File: src/rtl/pat11011_det.sv
module pat11011_det (
  input  logic clk,
  input  logic rst,
  input  logic din,
  output logic hit
);
  localparam logic [2:0] ST_A = 3'b000;
  localparam logic [2:0] ST_B = 3'b001;
  localparam logic [2:0] ST_C = 3'b011;
  localparam logic [2:0] ST_D = 3'b100;
  localparam logic [2:0] ST_E = 3'b101;

  logic [2:0] state, state_nx;

  always_comb begin
    case (state)
      ST_A:    state_nx = din ? ST_B : ST_A;
      ST_B:    state_nx = din ? ST_C : ST_A;
      ST_C:    state_nx = din ? ST_C : ST_D;
      ST_D:    state_nx = din ? ST_E : ST_A;
      ST_E:    state_nx = din ? ST_C : ST_A;
      default: state_nx = ST_A;
    endcase
  end

  always_ff @(posedge clk) begin
    if (rst) state <= ST_A;
    else     state <= state_nx;
  end

  assign hit = (state == ST_E) && din;

  a_r7_no_hit_on_zero: assert property (@(posedge clk) disable iff (rst)
    hit |-> din);

  a_r2_hit_history: assert property (@(posedge clk) disable iff (rst)
    hit |-> ($past(din, 1) && !$past(din, 2) && $past(din, 3) && $past(din, 4)));

  a_r3_resume_after_hit: assert property (@(posedge clk) disable iff (rst)
    hit |=> (state == ST_C));

  a_r6_reset_clears: assert property (@(posedge clk)
    rst |=> (state == ST_A));

  a_r1_legal_code: assert property (@(posedge clk) disable iff (rst)
    (state != 3'b010) && (state != 3'b110) && (state != 3'b111));
endmodule

File: config.mk
export PLATFORM = sky130hd
export DESIGN_NAME = pat11011_det
export DESIGN_NICKNAME = d
export VERILOG_FILES = /design/src/rtl/pat11011_det.sv
export SDC_FILE = /design/constraint.sdc
export NUM_CORES = 1
export LEC_CHECK = 0
export BUFFER_PORTS_ARGS = -buffer_cell sky130_fd_sc_hd__buf_4
export CORE_AREA = 2 2 39 41
export CTS_CLUSTER_SIZE = 25
export DETAILED_ROUTE_END_ITERATION = 10
export DIE_AREA = 0 0 41 43
export PLACE_DENSITY = 0.32
export SLEW_MARGIN = 20
export SYNTH_ARGS = -nofsm -noshare
export SYNTH_HDL_FRONTEND = slang
export SYNTH_SLANG_ARGS = --single-unit
export TNS_END_PERCENT = 20
File: constraint.sdc
create_clock -name clk -period 2.8 [get_ports clk]
set_clock_uncertainty 0.15 [all_clocks]
set_input_delay 0.14 -clock clk [delete_from_list [all_inputs] [get_ports clk]]
set_output_delay 0.14 -clock clk [all_outputs]
set_load 0.1 [all_outputs]
==> Word-level counts from Yosys, hierarchy flattened <==
Cells that the tools add are included.
{ "totals": {"inputBits": 3, "output_inout_bits": 1, "ff_bits": 3, "word_cells": 13} }
{ "classes": {"eq_ne": 4, "reduce_logical": 3, "muxes": 5} }
{ "op_table": {"columns": ["cell", "n"], "rows": [
  ["3-bit one-hot mux with 4 select lines", 1],
  ["3-bit == test, second input constant", 2],
  ["3-bit 2-to-1 mux", 2],
  ["3-bit by 1-bit == test with 1-bit output, second input constant", 1],
  ["3-bit by 2-bit == test with 1-bit output, second input constant", 1],
  ["3-bit logical NOT", 1],
  ["2-bit 2-to-1 mux", 1],
  ["2-bit OR reduction", 1],
  ["1-bit logical AND", 1],
  ["1-bit 2-to-1 mux", 1]
]} }

==> Longest topological paths before layout <==
Gate-level depths: netlist of the first run.
{ "logic_depth": {"word_depth": 3, "ltp_mapped": 2} }

==> Least setup slack after synthesis of the first run <==
Ideal clock, no wire load.
{ "synth_timing": {"kind": "flip-flop to output port", "startpoint": "register state[0]", "endpoint": "output port hit", "path_stages_with_launch": 3, "path_buffers": 0, "path_slack_ns": -0.089, "arrival_time_ns": 2.599, "path_cell_list": "dfxtp_1 -> nand2_1 -> nor3b_1"} }
{ "synth_via": {"elab_chain_len": 2} }
{ "synth_lines": {"columns": ["element", "line", "text"], "rows": [
  ["from (decl)", "13", "logic [2:0] state, state_nx;"],
  ["from (signal assigned)", "28", "else state <= state_nx;"],
  ["3-bit == test", "31", "assign hit = (state == ST_E) && din;"],
  ["1-bit logical AND", "31", null],
  ["to (decl)", "5", "output logic hit"]
]} }
No other way between the ends.

==> Final worst setup path of the first run <==
Same ends and word-level chain as after synthesis.

==> results of run 1 <==
-- layout make-up --
type                            instances  share of cell area (%)
Clock buffer                            4                   12.65
Tap cell                               16                   9.639
Multi-Input combinational cell          9                   33.13
Sequential cell                         3                   28.92
Timing Repair Buffer                    4                   15.66
-- worst max-delay path, stage by stage, from the launching register on --
cell and delay, ns:
dfxtp_1 0.35, nand2_1 0.09, nor3b_2 0.16, buf_4 0.31
-- per-stage QoR --
step           utilization, %  area [um2]
2_1_floorplan               -       128.9
3_3_place_gp            12.39       171.4
3_5_place_dp            12.39       171.4
4_1_cts                 15.01       207.7
5_1_grt                 15.01       207.7
6_report                15.01       207.7
-- synthesized netlist by cell type --
| master | instances |
|---|---|
| a21oi_1 | 2 |
| dfxtp_1 | 3 |
| nand2_1 | 1 |
| a211oi_1 | 1 |
| or4bb_1 | 2 |
| nand2b_1 | 2 |
| nor3b_1 | 1 |
-- how the worst max path moves through the flow --
stage,cells past startpoint,to,start
after detailed placement,2,state[2],state[1]
after floorplan,2,hit,state[0]
final,3,hit,state[0]
after global routing,3,hit,state[0]
after CTS,3,hit,state[0]
after global placement,2,state[2],state[1]
-- power by group --
part	leakage [nW]	switching (mW)	internal, mW
sequential	0.0245	0.00114	0.0443
clock	0.0150	0.0207	0.0533
combinational	0.0354	0.00255	0.00423
-- per-layer routing --
layer / share of wire, % / track usage, % / up-vias
met1: 52 / 4.167 / 46
met3: 14 / 5.236 / 0
met4: 0 / 6.000 / 0
li1: - / - / 61
met5: 0 / 0 / -
met2: 34 / 3.438 / 4
-- logic make-up (layout without fill, tap and decap cells) --
kind of cell    after synthesis  in the layout  synth area share (%)
compound gates                3              3                 14.14
buf+inv                       0              8                     0
flops                         3              3                 48.49
simple gates                  6              6                 37.37
-- repair_timing --
action,4_1_cts,5_1_grt
resized for setup,0,0
hold endpoints to repair,2,0
hold buffers,1,0
==> results.json, run 1 <==
{
  "run_status": "finished, final reports clean",
  "synth_cells": 12,
  "number_of_distinct_library_cell_variants_in_the_gate_level_netlist_after_synthesis": 7,
  "timing.setup.tns_ns": 0,
  "area_growth_pct": 67.68,
  "setup.worst_path.end_class": "output pin",
  "critPathRequiredTime_ns": 2.51,
  "antenna_cells": 0,
  "antenna_found_initial": 0,
  "globalRouteOverflowTotal": 0,
  "max_cap_viol_count": 0,
  "global_route.usage.total_pct": 4.313,
  "nets": 24,
  "cts_htree_levels": 1,
  "slew_headroom_pct": 81.62,
  "worstSetupPathType": "reg -> out",
  "max_freq_mhz": 698.9,
  "detail_route.wirelength_um": 265,
  "fin_crit_sh_pct": 51.10,
  "registers.top_by_ff_count": "state",
  "synth.ff_latch_count": 3,
  "ys.warnings.count": 0,
  "grt_first_pass_wirelength_um": 414,
  "reg_top3": "state: 3 flops",
  "hold-worst-slack_ns": 0.02889,
  "clk-insertion-delay-late_ns": 0.23,
  "syn-cell-area_um2": 123.9,
  "synth_area_per_cell_um2": 10.32,
  "drcViolationCount": 0,
  "regArea_um2": 60.06,
  "cts_buffers": 3,
  "wl_per_cell_um": 7.361,
  "cp_max_fo": 4,
  "report.final.setup_viol": 0,
  "reg2reg_depth": 2,
  "crit-reg2reg-launch": "state[1]",
  "die_area_um2": 1763,
  "synthesis.nets": 15,
  "layoutNonFillerInstCount": 36,
  "postLayoutSetupSlackWorst_ns": 1.369,
  "tritoncts_clock_tree": "built",
  "cp_data_arrival_time_ns": 1.14,
  "power.leakage_nw": 0.07492,
  "design.portCount": 4,
  "place.gp.congestion": 0.5711,
  "min_delay_worst_endpoint": "state[0]",
  "largest_reg_flops": 3,
  "area_used_by_multi_input_combinational_logic_um2": 68.82,
  "initial_utilization_pct": 8.951,
  "hold_viol": 0,
  "buffer_ports.inserted": 3,
  "filler_cell_count": 159,
  "fp-row-count": 14,
  "die-width_um": 41,
  "post-cts-setup-buffer-count": 0,
  "min-delay-path-class": "in -> reg",
  "power_density_nw_per_um2": 607.4,
  "first_global_vias": 108,
  "viasPerCell": 3.083,
  "start_kind": "flop",
  "dpl.cell_count": 31,
  "drt_pre_antenna_iters": 1,
  "netlist.top_cell.by_area": "dfxtp_1",
  "initialDrtViolationCount": 0,
  "timing.hold.worst_path_depth": 3,
  "min_from": "din",
  "clkSlewWorstSetupHoldPaths_ns": 0.04,
  "cts_num_sinks": 3,
  "slew_viol_final": 0,
  "synth_sequential_area_ratio_pct": 48.48,
  "slew_worst_pin_ns": 0.2779,
  "route.vias.total": 111,
  "ys_top_cells_by_area": "dfxtp_1 48%, or4bb_1 18%, nand2b_1 10%, a21oi_1 8.1%, a211oi_1 6.1%",
  "floorplan.die.height_um": 43,
  "maximum_number_of_pins_on_one_net_before_global_route_repair": 6,
  "rsz_0062_raised_after_global_routing": "no",
  "vdd_drop_max_v": 0.0001727,
  "cts.root.buffer_cell": "clkbuf_4",
  "r2r_setup_slack_ns": 1.57,
  "r2r_end": "state[2]",
  "synthDominantCellAreaShare_pct": 48.48,
  "standard_cell_core_area_um2": 1384,
  "fin_crit_ns": 1.431,
  "post-place-ws_ns": 1.556,
  "power.total_uw": 126.2,
  "layout.cells.most_common_list": "3 x clkbuf_4, 3 x buf_4, 3 x dfxtp_1",
  "layout-drive-gt1-share_pct": 35.00,
  "clockBufferDepth": 2,
  "detail-route-antenna-nets": 0
}
No activity file was read; power rests on OpenSTA's default activity.
==> run 2: changes to the inputs <==
--- a/config.mk
+++ b/config.mk
@@ -10,7 +10,7 @@
 export CTS_CLUSTER_SIZE = 25
 export DETAILED_ROUTE_END_ITERATION = 10
 export DIE_AREA = 0 0 41 43
-export PLACE_DENSITY = 0.32
+export PLACE_DENSITY = 0.33
 export SLEW_MARGIN = 20
 export SYNTH_ARGS = -nofsm -noshare
 export SYNTH_HDL_FRONTEND = slang
==> constraint.sdc (replaced) <==
create_clock -name clk -period 1.2 [get_ports clk]
set_clock_uncertainty 0.15 [all_clocks]
set_input_delay 0.06 -clock clk [delete_from_list [all_inputs] [get_ports clk]]
set_output_delay 0.06 -clock clk [all_outputs]
set_load 0.1 [all_outputs]
==> run 2 against run 1 <==
Effect of this change: the run now ends with negative hold slack, negative setup slack left; hold slack got worse by 0.075 ns; register-to-register slack got worse by 1.6 ns; total power rose by 140%; critical path depth did not move; largest power group unchanged; die area did not move; flip-flop and latch count did not move; sequential power rose by 130%; cell count rose by 5.6%; global-route usage rose by 0.40 points; via count rose by 9.0%; setup slack got worse by 1.4 ns; largest cell class unchanged; clock power rose by 130%.
==> results.json, run 2 (synthesized netlist as in run 1, its figures left out) <==
{
  "vdd_drop_max_v": 0.0004607,
  "detail-route-antenna-nets": 0,
  "start_kind": "flop",
  "grtUsageMet2_pct": 4.688,
  "clk-insertion-delay-late_ns": 0.23,
  "slew_headroom_pct": 86.97,
  "cts_num_sinks": 3,
  "first_global_vias": 130,
  "die_area_um2": 1763,
  "tritoncts_clock_tree": "built",
  "max_freq_mhz": 782.5,
  "global_route_hottest_layer": "met4",
  "nets": 26,
  "grt.met3_usage_pct": 4.712,
  "fp-row-count": 14,
  "crit_chain": "nand2_4 > nor3b_4 > buf_12",
  "layout.cells.most_common_list": "3 x clkbuf_4, 3 x buf_4, 2 x nand2b_1, 2 x or4bb_1",
  "cts_buffers": 3,
  "report.final.setup_viol": 1,
  "antenna_cells": 0,
  "globalRouteOverflowTotal": 0,
  "maximum_number_of_pins_on_one_net_before_global_route_repair": 6,
  "critPathTopFamily": "flip-flops",
  "slew_viol_final": 0,
  "min-delay-path-class": "in -> reg",
  "reg_top3": "state: 3 flops",
  "cts.root.buffer_cell": "clkbuf_4",
  "place.gp.congestion": 0.5456,
  "hold-worst-slack_ns": -0.04600,
  "postLayoutSetupSlackWorst_ns": -0.07797,
  "critical-path-max-stage-delay_ns": 0.36,
  "crit_slowest_cell": "dfxtp_4",
  "hold_viol": 2,
  "power_density_nw_per_um2": 1156,
  "clkSlewWorstSetupHoldPaths_ns": 0.03,
  "max_cap_viol_count": 0,
  "cp_data_arrival_time_ns": 1.07,
  "cp_max_fo": 4,
  "clockBufferDepth": 2,
  "fin_crit_ns": 1.278,
  "standard_cell_core_area_um2": 1384,
  "critPathRequiredTime_ns": 0.99,
  "final_util_pct": 18.90,
  "largest_reg_flops": 3,
  "slew_worst_pin_ns": 0.1943,
  "worstSetupPathType": "reg -> out",
  "detail_route.wirelength_um": 289,
  "power.leakage_nw": 0.09831,
  "route.vias.total": 121,
  "viasPerCell": 3.184,
  "timing.setup.tns_ns": -0.07797,
  "cts_htree_levels": 1,
  "layout-drive-gt1-share_pct": 59.09,
  "area_growth_pct": 111.1,
  "buffer_ports.inserted": 3,
  "floorplan.die.height_um": 43,
  "run_status": "finished, violations left",
  "registers.top_by_ff_count": "state",
  "setup.worst_path.end_class": "output pin",
  "violations": "negative hold slack, negative setup slack",
  "final_cell_area_um2": 261.5,
  "ctsHoldBuffers": 1,
  "drcViolationCount": 0,
  "critical_path.n_buffers_inverters": 1,
  "initialDrtViolationCount": 1,
  "dp_hpwl_um": 204.2,
  "antenna_found_initial": 0,
  "fin_crit_sh_pct": 106.5,
  "grt.met1_usage_pct": 4.473,
  "drt_pre_antenna_iters": 2,
  "initial_utilization_pct": 8.951,
  "wl_per_cell_um": 7.605,
  "design.portCount": 4,
  "global_route.usage.total_pct": 4.709,
  "power.total_uw": 302.3,
  "filler_cell_count": 147,
  "die-width_um": 41,
  "rsz_0062_raised_after_global_routing": "yes",
  "grt_first_pass_wirelength_um": 469,
  "dpl_cell_area_um2": 188.9
}
## run 2: cell types whose count changed in the layout (fill, tap and decap cells not counted), sizes merged
| cell | change |
|---|---|
| buf | +2 |
## run 2: final timing paths
check             endpoint  slack [ns]      from  cells past startpoint
hold / removal    state[0]       -0.05       din                      3
setup / recovery       hit       -0.08  state[0]                      3
hold reg to reg   state[1]        0.35  state[2]                      1
setup reg to reg  state[2]           0  state[0]                      2
## run 2: per-layer routing
metal | vias to the layer above | wire length [um]
li1 | 65 | -
met1 | 52 | 148
met2 | 4 | 108
met3 | 0 | 32
met4 | 0 | 0
met5 | - | 0
## run 2: worst reg2reg max path: cells and delay by family, from the launching register on
| family | cells | cell delay, ns |
|---|---|---|
| compound gates | 1 | 0.14 |
| simple gates | 1 | 0.49 |
| flops | 1 | 0.35 |
## run 2: timing repair
item / in CTS / in global routing
pin swaps: 1 / 1
setup buffers: 1 / 0
cloned: 0 / 0
resized for setup: 5 / 3
endpoints found under the hold margin: 3 / 2
setup endpoints to repair: 1 / 2
## run 2: final cells by class
type / instances / area, um2 / area share (%)
flip-flops and latches: 3 / 65.06 / 24.88
repair buffers: 6 / 63.81 / 24.40
multi-input cells: 9 / 86.33 / 33.01
clock buffers: 4 / 26.28 / 10.05
well taps: 16 / 20.02 / 7.655
## run 2: per-stage QoR
stage / hold WS [ns] / setup slack, ns / std cells
after CTS: -0.06231 / -0.1033 / 38
after global routing: -0.03681 / -0.1270 / 38
after detailed placement: 0.09680 / 0.02798 / 32
after floorplan: -0.02093 / -0.2492 / 12
after global placement: 0.09794 / 0.01035 / 32
final: -0.04600 / -0.07797 / 38
## run 2: power breakdown
group	leakage, nW	internal, mW	switching [mW]
sequential	0.0256	0.103	0.00365
combinational	0.0578	0.0134	0.00904
clock	0.0150	0.124	0.0491
==> run 3: changes to the inputs <==
--- a/config.mk
+++ b/config.mk
@@ -10,6 +10,7 @@
 export CTS_CLUSTER_SIZE = 25
 export DETAILED_ROUTE_END_ITERATION = 10
 export DIE_AREA = 0 0 41 43
+export MAX_ROUTING_LAYER = met4
 export PLACE_DENSITY = 0.33
 export SLEW_MARGIN = 20
 export SYNTH_ARGS = -nofsm -noshare
==> constraint.sdc (replaced) <==
create_clock -name clk -period 1.2 [get_ports clk]
set_clock_uncertainty 0.15 [all_clocks]
set_input_delay 0.06 -clock clk [delete_from_list [all_inputs] [get_ports clk]]
set_output_delay 0.06 -clock clk [all_outputs]
set_load 0.01 [all_outputs]
==> run 3 against run 2 <==
Effect of this change: critical path depth down 1; wire length up 4.8%; global-route usage up 0.74 points; clock-buffer cell count unchanged; via count up 2.5%; first-iteration DRC count down 100%; total power down 1.5%; the run still ends with negative hold slack, negative setup slack left; clock power about the same.
==> results.json, run 3 (synthesized netlist as in run 1, its figures left out) <==
{
  "run_status": "finished, violations left",
  "violations": "negative hold slack, negative setup slack",
  "registers.top_by_ff_count": "state",
  "power_density_nw_per_um2": 1280,
  "ctsHoldBuffers": 1,
  "hold_viol": 2,
  "vdd_drop_max_v": 0.0004877,
  "clockBufferDepth": 2,
  "setup.worst_path.end_class": "flop",
  "globalRouteOverflowTotal": 0,
  "critPathRequiredTime_ns": 1.21,
  "layout-drive-gt1-share_pct": 54.55,
  "hold-worst-slack_ns": -0.05721,
  "nets": 26,
  "cp_data_arrival_time_ns": 1.22,
  "floorplan.die.height_um": 43,
  "max_freq_mhz": 827.5,
  "cts_buffers": 3,
  "post-place-ws_ns": 0.01713,
  "global_route.usage.total_pct": 5.447,
  "grt_first_pass_wirelength_um": 545,
  "clkSlewWorstSetupHoldPaths_ns": 0.04,
  "antenna_cells": 0,
  "dp_hpwl_um": 197.6,
  "slew_viol_final": 0,
  "detail-route-antenna-nets": 0,
  "drt_pre_antenna_iters": 1,
  "design.portCount": 4,
  "antenna_found_initial": 0,
  "fin_crit_sh_pct": 100.7,
  "max_cap_viol_count": 0,
  "tritoncts_clock_tree": "built",
  "fp-row-count": 14,
  "clk-insertion-delay-late_ns": 0.23,
  "detail_route.wirelength_um": 303,
  "die-width_um": 41,
  "place.gp.congestion": 0.5688,
  "die_area_um2": 1763,
  "postLayoutSetupSlackWorst_ns": -0.008480,
  "worstSetupPathType": "reg -> reg",
  "cts.root.buffer_cell": "clkbuf_4",
  "maximum_number_of_pins_on_one_net_before_global_route_repair": 6,
  "power.total_uw": 297.9,
  "start_kind": "flop",
  "slew_worst_pin_ns": 0.2061,
  "largest_reg_flops": 3,
  "viasPerCell": 3.263,
  "layout.cells.most_common_list": "4 x buf_4, 3 x clkbuf_4, 2 x nand2b_1, 2 x or4bb_1, 2 x dfxtp_2",
  "standard_cell_core_area_um2": 1384,
  "route.vias.total": 124,
  "rsz_0062_raised_after_global_routing": "yes",
  "reg_top3": "state: 3 flops",
  "cp_max_fo": 4,
  "initial_utilization_pct": 8.951,
  "wl_per_cell_um": 7.974,
  "min-delay-path-class": "in -> reg",
  "drcViolationCount": 0,
  "slew_headroom_pct": 86.18,
  "cts_num_sinks": 3,
  "area_growth_pct": 87.88,
  "layout_commonest_cell": "buf_4",
  "first_global_vias": 134,
  "cts_htree_levels": 1,
  "report.final.setup_viol": 1,
  "power.leakage_nw": 0.08733,
  "buffer_ports.inserted": 3,
  "initialDrtViolationCount": 0,
  "fin_crit_ns": 1.208
}
run 3: path summary, 6_finish.rpt:
kind | start | endpoint | slack [ns] | cells past startpoint
worst min-delay path | din | state[0] | -0.06 | 3
worst max register to register | state[0] | state[2] | -0.008 | 2
worst min register to register | state[1] | state[1] | 0.31 | 1
worst max-delay path | state[0] | state[2] | -0.008 | 2
run 3: area by class of cell:
class | count | area [um2]
fill | 159 | 1151
clock buffer | 4 | 26.28
multi-input combinational | 9 | 72.57
tap | 16 | 20.02
sequential | 3 | 62.56
timing repair buffer | 6 | 51.30
run 3: where the power goes:
group | leakage (nW) | internal, mW | total (mW) | switching, mW
clock | 0.0150 | 0.124 | 0.172 | 0.0474
sequential | 0.0252 | 0.104 | 0.107 | 0.00264
combinational | 0.0471 | 0.0125 | 0.0196 | 0.00703
run 3: timing repair:
item                       4_1_cts  5_1_grt
pin swaps                        1        3
setup endpoints to repair        1        2
resized for setup                3        2
cloned                           0        0
hold endpoints to repair         3        2
setup buffers                    0        1
run 3: layer usage:
metal	up-vias	share of wire, %	GRT usage, %
met3	0	15	6.283
li1	64	-	-
met4	0	0	4.000
met1	54	48	7.051
met2	6	36	4.063
met5	-	0	-
run 3: critical path, stage by stage, from the launching register on:
cell,delay [ns]
dfxtp_2,0.33
or4bb_1,0.50
a21oi_2,0.16
run 3: metrics by stage:
stage	util, %	setup TNS, ns	area (um2)	cells
after floorplan	-	0	123.9	12
after global placement	12.57	0	173.9	32
after detailed placement	12.57	0	173.9	32
after CTS	15.73	0	217.7	37
after global routing	16.82	-0.1191	232.7	38
final	16.82	-0.008480	232.7	38
